**config.mk**
```make
export PLATFORM = sky130hd
export DESIGN_NAME = spim_ready_hs
export DESIGN_NICKNAME = d
export VERILOG_FILES = /design/src/rtl/spim_pkg.sv /design/src/rtl/spim_divider.sv /design/src/rtl/spim_shifter.sv /design/src/rtl/spim_seq.sv /design/src/rtl/spim_ready_hs.sv
export SDC_FILE = /design/constraint.sdc
export NUM_CORES = 1
export LEC_CHECK = 0
export CORE_AREA = 2 2 91 93
export CTS_CLUSTER_DIAMETER = 80
export DETAILED_ROUTE_END_ITERATION = 16
export DIE_AREA = 0 0 93 95
export DONT_BUFFER_PORTS = 1
export PLACE_DENSITY_LB_ADDON = 0.1
export SLEW_MARGIN = 20
export SYNTH_ARGS = -nofsm -noshare
export SYNTH_HDL_FRONTEND = slang
export SYNTH_SLANG_ARGS = --single-unit
```
**constraint.sdc**
```tcl
create_clock -name clk -period 2.6 [get_ports clk]
set_clock_uncertainty 0.2 [all_clocks]
set_input_delay 0.13 -clock clk [delete_from_list [all_inputs] [get_ports clk]]
set_output_delay 0.13 -clock clk [all_outputs]
set_load 0.01 [all_outputs]
```
**src/rtl/spim_pkg.sv**
```systemverilog
package spim_pkg;

    // Sequencer phases of one transfer
    typedef enum logic [2:0] {
        ST_IDLE,     // select released, waiting for a word
        ST_SETUP,    // select asserted, counting the lead-in gap
        ST_WAIT_EN,  // waiting for the slave ready line
        ST_SHIFT,    // clock running, 16 edges
        ST_HOLD      // counting the tail gap after the last edge
    } spim_state_e;

    // Signals handed from sequencer to datapath each cycle
    typedef struct packed {
        logic load;    // capture a new word into the shifter
        logic run;     // divider active
        logic idle;    // clock follows live polarity
        logic finish;  // post-transfer delay ends this cycle
    } spim_ctl_t;

    // Edges with an even index (0-based) leave the idle level.
    function automatic logic edge_is_leading(input logic idx_lsb);
        return !idx_lsb;
    endfunction

    // phase 0 samples on leading edges, phase 1 on trailing edges
    function automatic logic edge_samples(input logic cpha, input logic leading);
        return leading ^ cpha;
    endfunction

    // phase 0 must present the first bit before any edge
    function automatic logic presets_first_bit(input logic cpha);
        return !cpha;
    endfunction

endpackage

```
**src/rtl/spim_divider.sv**
```systemverilog
module spim_divider #(
    parameter int DIV_W = 8
) (
    input  logic             clk,
    input  logic             rst,
    input  logic             run,
    input  logic [DIV_W-1:0] half_div,
    output logic             tick
);
    logic [DIV_W-1:0] cnt;

    // While stopped the counter is preloaded, so the first tick
    // comes a full half period after the clock is started.
    always_ff @(posedge clk) begin
        if (rst) begin
            cnt <= '0;
        end else if (!run || cnt == '0) begin
            cnt <= half_div - 1'b1;
        end else begin
            cnt <= cnt - 1'b1;
        end
    end

    assign tick = run && (cnt == '0);

endmodule

```
**src/rtl/spim_shifter.sv**
```systemverilog
module spim_shifter
    import spim_pkg::*;
#(
    parameter int DATA_W = 8
) (
    input  logic              clk,
    input  logic              rst,
    input  logic              idle,
    input  logic              idle_cpol,
    input  logic              load,
    input  logic              load_cpha,
    input  logic [DATA_W-1:0] load_data,
    input  logic              cpha,
    input  logic              tick,
    input  logic              miso,
    output logic              sclk,
    output logic              mosi,
    output logic              last_edge,
    output logic [DATA_W-1:0] rx_word
);
    localparam int EDGES = 2 * DATA_W;
    localparam int IDX_W = $clog2(EDGES);
    localparam logic [IDX_W-1:0] LAST_IDX = IDX_W'(EDGES - 1);

    logic [IDX_W-1:0]  idx;
    logic [DATA_W-1:0] tx_sh;
    logic [DATA_W-1:0] rx_sh;
    logic              leading;
    logic              sample_now;

    always_comb begin
        leading    = edge_is_leading(idx[0]);
        sample_now = edge_samples(cpha, leading);
        last_edge  = tick && (idx == LAST_IDX);
    end

    // clock line
    always_ff @(posedge clk) begin
        if (rst) begin
            sclk <= 1'b0;
        end else if (idle) begin
            sclk <= idle_cpol;
        end else if (tick) begin
            sclk <= ~sclk;
        end
    end

    // data path
    always_ff @(posedge clk) begin
        if (rst) begin
            idx   <= '0;
            tx_sh <= '0;
            rx_sh <= '0;
            mosi  <= 1'b0;
        end else if (load) begin
            idx <= '0;
            if (presets_first_bit(load_cpha)) begin
                mosi  <= load_data[DATA_W-1];
                tx_sh <= {load_data[DATA_W-2:0], 1'b0};
            end else begin
                tx_sh <= load_data;
            end
        end else if (tick) begin
            idx <= idx + 1'b1;
            if (sample_now) begin
                rx_sh <= {rx_sh[DATA_W-2:0], miso};
            end else if (idx != LAST_IDX) begin
                mosi  <= tx_sh[DATA_W-1];
                tx_sh <= {tx_sh[DATA_W-2:0], 1'b0};
            end
        end
    end

    assign rx_word = rx_sh;

endmodule

```
**src/rtl/spim_seq.sv**
```systemverilog
module spim_seq
    import spim_pkg::*;
#(
    parameter int DLY_W = 5
) (
    input  logic             clk,
    input  logic             rst,
    input  logic             tx_valid,
    input  logic             tx_keep_cs,
    input  logic             en_ok,
    input  logic             last_edge,
    input  logic [DLY_W-1:0] setup_ext,
    input  logic [DLY_W-1:0] hold_ext,
    output spim_state_e      state,
    output spim_ctl_t        ctl,
    output logic             tx_ready,
    output logic             done,
    output logic             cs_n
);
    logic [DLY_W-1:0] cnt;
    logic             keep_q;
    logic             hold_end;
    logic             accept;

    always_comb begin
        hold_end   = (state == ST_HOLD) && (cnt == '0);
        tx_ready   = (state == ST_IDLE) || (hold_end && keep_q);
        accept     = tx_valid && tx_ready;
        ctl.load   = accept;
        ctl.run    = (state == ST_SHIFT);
        ctl.idle   = (state == ST_IDLE);
        ctl.finish = hold_end;
    end

    always_ff @(posedge clk) begin
        if (rst) begin
            state  <= ST_IDLE;
            cnt    <= '0;
            keep_q <= 1'b0;
            cs_n   <= 1'b1;
            done   <= 1'b0;
        end else begin
            done <= 1'b0;
            case (state)
                ST_IDLE: begin
                    if (accept) begin
                        state  <= ST_SETUP;
                        cnt    <= setup_ext;
                        keep_q <= tx_keep_cs;
                        cs_n   <= 1'b0;
                    end
                end
                ST_SETUP: begin
                    if (cnt == '0) begin
                        state <= ST_WAIT_EN;
                    end else begin
                        cnt <= cnt - 1'b1;
                    end
                end
                ST_WAIT_EN: begin
                    if (en_ok) begin
                        state <= ST_SHIFT;
                    end
                end
                ST_SHIFT: begin
                    if (last_edge) begin
                        state <= ST_HOLD;
                        cnt   <= hold_ext;
                    end
                end
                ST_HOLD: begin
                    if (cnt != '0) begin
                        cnt <= cnt - 1'b1;
                    end else begin
                        done <= 1'b1;
                        if (accept) begin
                            state  <= ST_WAIT_EN;
                            keep_q <= tx_keep_cs;
                        end else begin
                            state <= ST_IDLE;
                            cs_n  <= 1'b1;
                        end
                    end
                end
                default: begin
                    state <= ST_IDLE;
                    cs_n  <= 1'b1;
                end
            endcase
        end
    end

endmodule

```
**src/rtl/spim_ready_hs.sv**
```systemverilog
module spim_ready_hs
    import spim_pkg::*;
#(
    parameter int DATA_W      = 8,
    parameter int DIV_W       = 8,
    parameter int DLY_W       = 5,
    parameter int SYNC_STAGES = 2
) (
    input  logic              clk,
    input  logic              rst,
    input  logic              cpol,
    input  logic              cpha,
    input  logic [DIV_W-1:0]  half_div,
    input  logic [DLY_W-1:0]  setup_ext,
    input  logic [DLY_W-1:0]  hold_ext,
    input  logic [DATA_W-1:0] tx_data,
    input  logic              tx_valid,
    input  logic              tx_keep_cs,
    output logic              tx_ready,
    output logic [DATA_W-1:0] rx_data,
    output logic              rx_valid,
    output logic              sclk,
    output logic              mosi,
    input  logic              miso,
    output logic              cs_n,
    input  logic              en_n
);
    spim_state_e        state;
    spim_ctl_t          ctl;
    logic               en_ok;
    logic               tick;
    logic               last_edge;
    logic               cpha_q;
    logic               load_cpha;
    logic [DIV_W-1:0]   half_q;
    logic [DATA_W-1:0]  rx_word;
    logic [SYNC_STAGES-1:0] en_sync;

    // ready line synchronizer, deasserted (high) out of reset
    generate
        if (SYNC_STAGES == 1) begin : g_sync1
            always_ff @(posedge clk) begin
                if (rst) en_sync <= '1;
                else     en_sync <= en_n;
            end
        end else begin : g_syncn
            always_ff @(posedge clk) begin
                if (rst) en_sync <= '1;
                else     en_sync <= {en_sync[SYNC_STAGES-2:0], en_n};
            end
        end
    endgenerate

    assign en_ok = ~en_sync[SYNC_STAGES-1];

    // mode and divider are captured only on a word taken from idle;
    // words chained under a held select inherit them.
    always_ff @(posedge clk) begin
        if (rst) begin
            cpha_q <= 1'b0;
            half_q <= DIV_W'(1);
        end else if (ctl.load && ctl.idle) begin
            cpha_q <= cpha;
            half_q <= half_div;
        end
    end

    assign load_cpha = ctl.idle ? cpha : cpha_q;

    spim_seq #(.DLY_W(DLY_W)) u_seq (
        .clk        (clk),
        .rst        (rst),
        .tx_valid   (tx_valid),
        .tx_keep_cs (tx_keep_cs),
        .en_ok      (en_ok),
        .last_edge  (last_edge),
        .setup_ext  (setup_ext),
        .hold_ext   (hold_ext),
        .state      (state),
        .ctl        (ctl),
        .tx_ready   (tx_ready),
        .done       (rx_valid),
        .cs_n       (cs_n)
    );

    spim_divider #(.DIV_W(DIV_W)) u_div (
        .clk      (clk),
        .rst      (rst),
        .run      (ctl.run),
        .half_div (half_q),
        .tick     (tick)
    );

    spim_shifter #(.DATA_W(DATA_W)) u_shift (
        .clk       (clk),
        .rst       (rst),
        .idle      (ctl.idle),
        .idle_cpol (cpol),
        .load      (ctl.load),
        .load_cpha (load_cpha),
        .load_data (tx_data),
        .cpha      (cpha_q),
        .tick      (tick),
        .miso      (miso),
        .sclk      (sclk),
        .mosi      (mosi),
        .last_edge (last_edge),
        .rx_word   (rx_word)
    );

    always_ff @(posedge clk) begin
        if (rst) begin
            rx_data <= '0;
        end else if (ctl.finish) begin
            rx_data <= rx_word;
        end
    end

endmodule

```
==> impl_summary.md <==
Placement
The routability congestion estimate from global placement is 0.770. The number of I/O port buffers is 0. The half-perimeter wire length of the detailed placement result is roughly 5000 microns.

The worst setup slack before clock tree synthesis is 0.250 ns.

Timing
Summed over all failing endpoints, the final setup total negative slack is 0 ns. The final hold violation count is 0. Setup repair after global routing left no endpoint under its margin.

The final max-slew violation count is 0. The smallest clock period supported by the final layout is computed as 2.48 ns. Across all setup checks in the final design, the least slack found is ~0.12 ns. The maximum clock frequency is a little over 400 MHz. At the pin with the least slew margin, the transition time is 0.501 ns. The final critical-path share of the clock period is a little over nine tenths. The final-report setup violation count is 0. The remaining max-slew budget at the tightest pin is about two thirds.

Worst setup path
The buffering stage count on the worst path with inverters included is 2. For the worst setup path, the data arrival time is 2.52 ns. Along the worst path, the maximum fanout reaches 5. For this design, the slowest cell found on the critical path is dlygate4sd3_1. The worst setup path is of the flop to flop kind. In this design, the stage delay of the slowest critical-path cell is 0.59 ns. The depth of the most critical reg-to-reg path is 7.

The worst setup path is launched from a flop. STA classifies the critical path endpoint as a flop. Traced cell by cell, the critical path runs through inv_1 > ha_2 > or4b_4 > nor2_4 > o221ai_1 > dlygate4sd3_1 > o32ai_1.

Broken down by cell family, the worst path's largest delay share belongs to buffers and inverters. The required time at the worst-slack endpoint is between 2 and 3 ns. The critical path crosses 7 cells after its start point.

Floorplan
From left edge to right edge, the die measures a little over 90 microns. 47 I/O pins were placed. Measured along the y axis, the die boundary spans 95 microns. For this configuration, the core starts out at a cell density of a little under two fifths. The core area is 7930 sq um. The site row count is 33.

The die covers about 8800 sq um.

Global route
The via count of the first global-routing pass is about 2700. The number of antenna violations at the first check in global routing was 0. The maximum number of pins on one net before global-route repair is 58. Across every metal layer, demand over resource in global routing totals 18.1%. The first global-routing pass estimated approximately 13000 microns of wire.

The total grt overflow is 0.

Yosys
A synthesized cell averages 8.41 sq um. The unique cell type count in the Yosys netlist is 56. The number of storage elements in the synthesis netlist is 60. The fraction of the yosys area taken by sequential cells is between 30% and 40%.

The synthesized netlist net count is 398. The yosys synthesis warning count is 0. The proportion of register bits with asynchronous set or reset after synthesis is 0%. In the synthesized netlist the dominant register cell turns out to be dfxtp_1.

The cell area after technology mapping is between 3000 and 4000 sq um. The synthesized design contains 0 enable-type register cells. The synthesized instance count is approximately 360.

Clock tree
Clock latency on the worst-skew pair, taken at its later pin, is 0.33 ns. The count of clock tree sinks is 60. After clock tree synthesis, the clock-pin slew on the worst setup and hold paths is 0.07 ns. The number of H-tree branching levels is 3. In this run the deepest clock path goes through 2 buffers. In this run the post-CTS setup repair buffer count came out at 0. Counting the buffers created by CTS gives 9.

The tree is rooted in a clkbuf_8. TritonCTS built the clock tree.

Power and ir drop
The analysis attributes to cell leakage a power of around 1.5 nW. The power density over cell area is 928 nW/um^2. Overall power consumption after layout is estimated at 3.51 mW. VDD sags by at most about 0.35 mV.

Route
The routed layout has 2709 vias. After the first detailed-routing iteration, the DRC count stood at 108. Dividing the detail-routed wire length by the instance count gives 14.7 microns.

The overall routed net length is 7580 microns. In the routed layout, each cell is associated on average with a via count of 5.27. The number of detailed-route iterations in the first pass is 4. After detailed routing, the number of remaining DRC violations is 0.

Once detail routing completed, the nets flagged for antenna violations numbered 0.

Cells and area
0 antenna diodes ended up in the layout. In the final design database the tool counted 441 nets. Cells with a size suffix above 1 make up 14.9% of the layout. In the layout the commonest cells are dfxtp_1, nand2_1, a21oi_1, dlygate4sd3_1, nor2_1. Leaving out fill and tap cells, the most frequent cell in the layout is dfxtp_1. The area growth from synthesis to layout is 24.7%. The layout has 801 filler cells.

Min path
The hold path depth is 3. The tightest min-delay check is of the input pin to flop type.

Job
The max-cap check violation count is 0.

Status
The run finished with clean final reports.
==> cells in the mapped netlist, drive strengths merged, types with 3 or more instances <==
master,number,area (sq um)
a21oi,42,210
a22oi,8,60.1
and3,3,18.8
buf,11,70.1
clkbuf,12,45.0
dfxtp,60,1200
ha,3,37.5
inv,8,30.0
mux2,11,128
mux2i,16,160
nand2,43,169
nand2b,3,18.8
nand3,24,120
nand4,3,33.8
nor2,28,105
nor3,18,100
nor4,3,25.0
o21a,6,45.0
o21ai,11,55.1
or2,4,25.0
or3,5,31.3
xnor2,5,43.8
xor2,3,26.3
==> worst reg2reg max path: cells and delay by family (launching register included) <==
| kind | cells | cell delay, ns |
|---|---|---|
| flops | 1 | 0.35 |
| compound gates | 2 | 0.36 |
| fa+ha+maj | 1 | 0.20 |
| simple gates | 2 | 0.63 |
| buf+inv | 2 | 0.66 |
==> flip-flops by register name (all words and copies together), names as in the netlist <==
name             flops
half_q               8
rx_data              8
u_div.cnt            8
u_shift.rx_word      8
u_shift.tx_sh        8
u_seq.cnt            5
u_shift.idx          4
u_seq.state          3
en_sync              2
cpha_q               1
u_seq.cs_n           1
u_seq.done           1
u_seq.keep_q         1
u_shift.mosi         1
u_shift.sclk         1
==> cells by family after synthesis <==
group / share of synthesized area, %
compound gates: 18.6
xor+xnor: 2.31
fa+ha+maj: 1.24
buf+inv: 4.78
flops: 39.6
mux: 9.48
simple gates: 24.0
==> final timing paths <==
path | from | to | slack, ns
worst max-delay path | u_seq.cnt[0] | u_seq.cnt[4] | 0.12
worst min-delay path | hold_ext[0] | u_seq.cnt[0] | 0.01
worst max register to register | u_seq.cnt[0] | u_seq.cnt[4] | 0.12
worst min register to register | en_sync[0] | en_sync[1] | 0.22
==> metrics by stage <==
step                utilization [%]  hold WS [ns]  area, sq um  std cells
floorplan                         -        0.0338         3040        361
global placement               40.3        0.0116         3190        462
detailed placement             40.3        0.0122         3190        462
CTS                            47.6       0.00468         3770        514
global route                   47.7        0.0310         3780        514
finish                         47.7        0.0146         3780        514
==> layer usage <==
layer,global-route usage [%],part of all wire (%)
met1,23.7,49
met5,0,0
met2,28.7,46
met4,6.62,1.7
met3,4.71,3.9
==> where the power goes <==
part | switching, mW | internal (mW)
Sequential | 0.151 | 1.08
Clock | 0.362 | 0.492
Combinational | 0.792 | 0.641
Total | 1.31 | 2.21
==> layout make-up <==
| cell class | instances | area, sq um | share of cell area [%] |
|---|---|---|---|
| flip-flops and latches | 60 | 1200 | 31.7 |
| repair buffers | 55 | 520 | 13.8 |
| clock inverters | 4 | 47.5 | 1.26 |
| well taps | 105 | 131 | 3.47 |
| clock buffers | 12 | 155 | 4.10 |
| multi-input cells | 270 | 1700 | 44.9 |
| inverters | 8 | 30.0 | 0.793 |
==> repair_timing <==
| action | CTS | global route |
|---|---|---|
| endpoints found under the setup margin | 0 | 1 |
| gates resized for setup | 0 | 3 |
| hold buffers | 36 | 0 |
| endpoints found under the hold margin | 60 | 0 |
No activity file was read; power rests on OpenSTA's default activity.
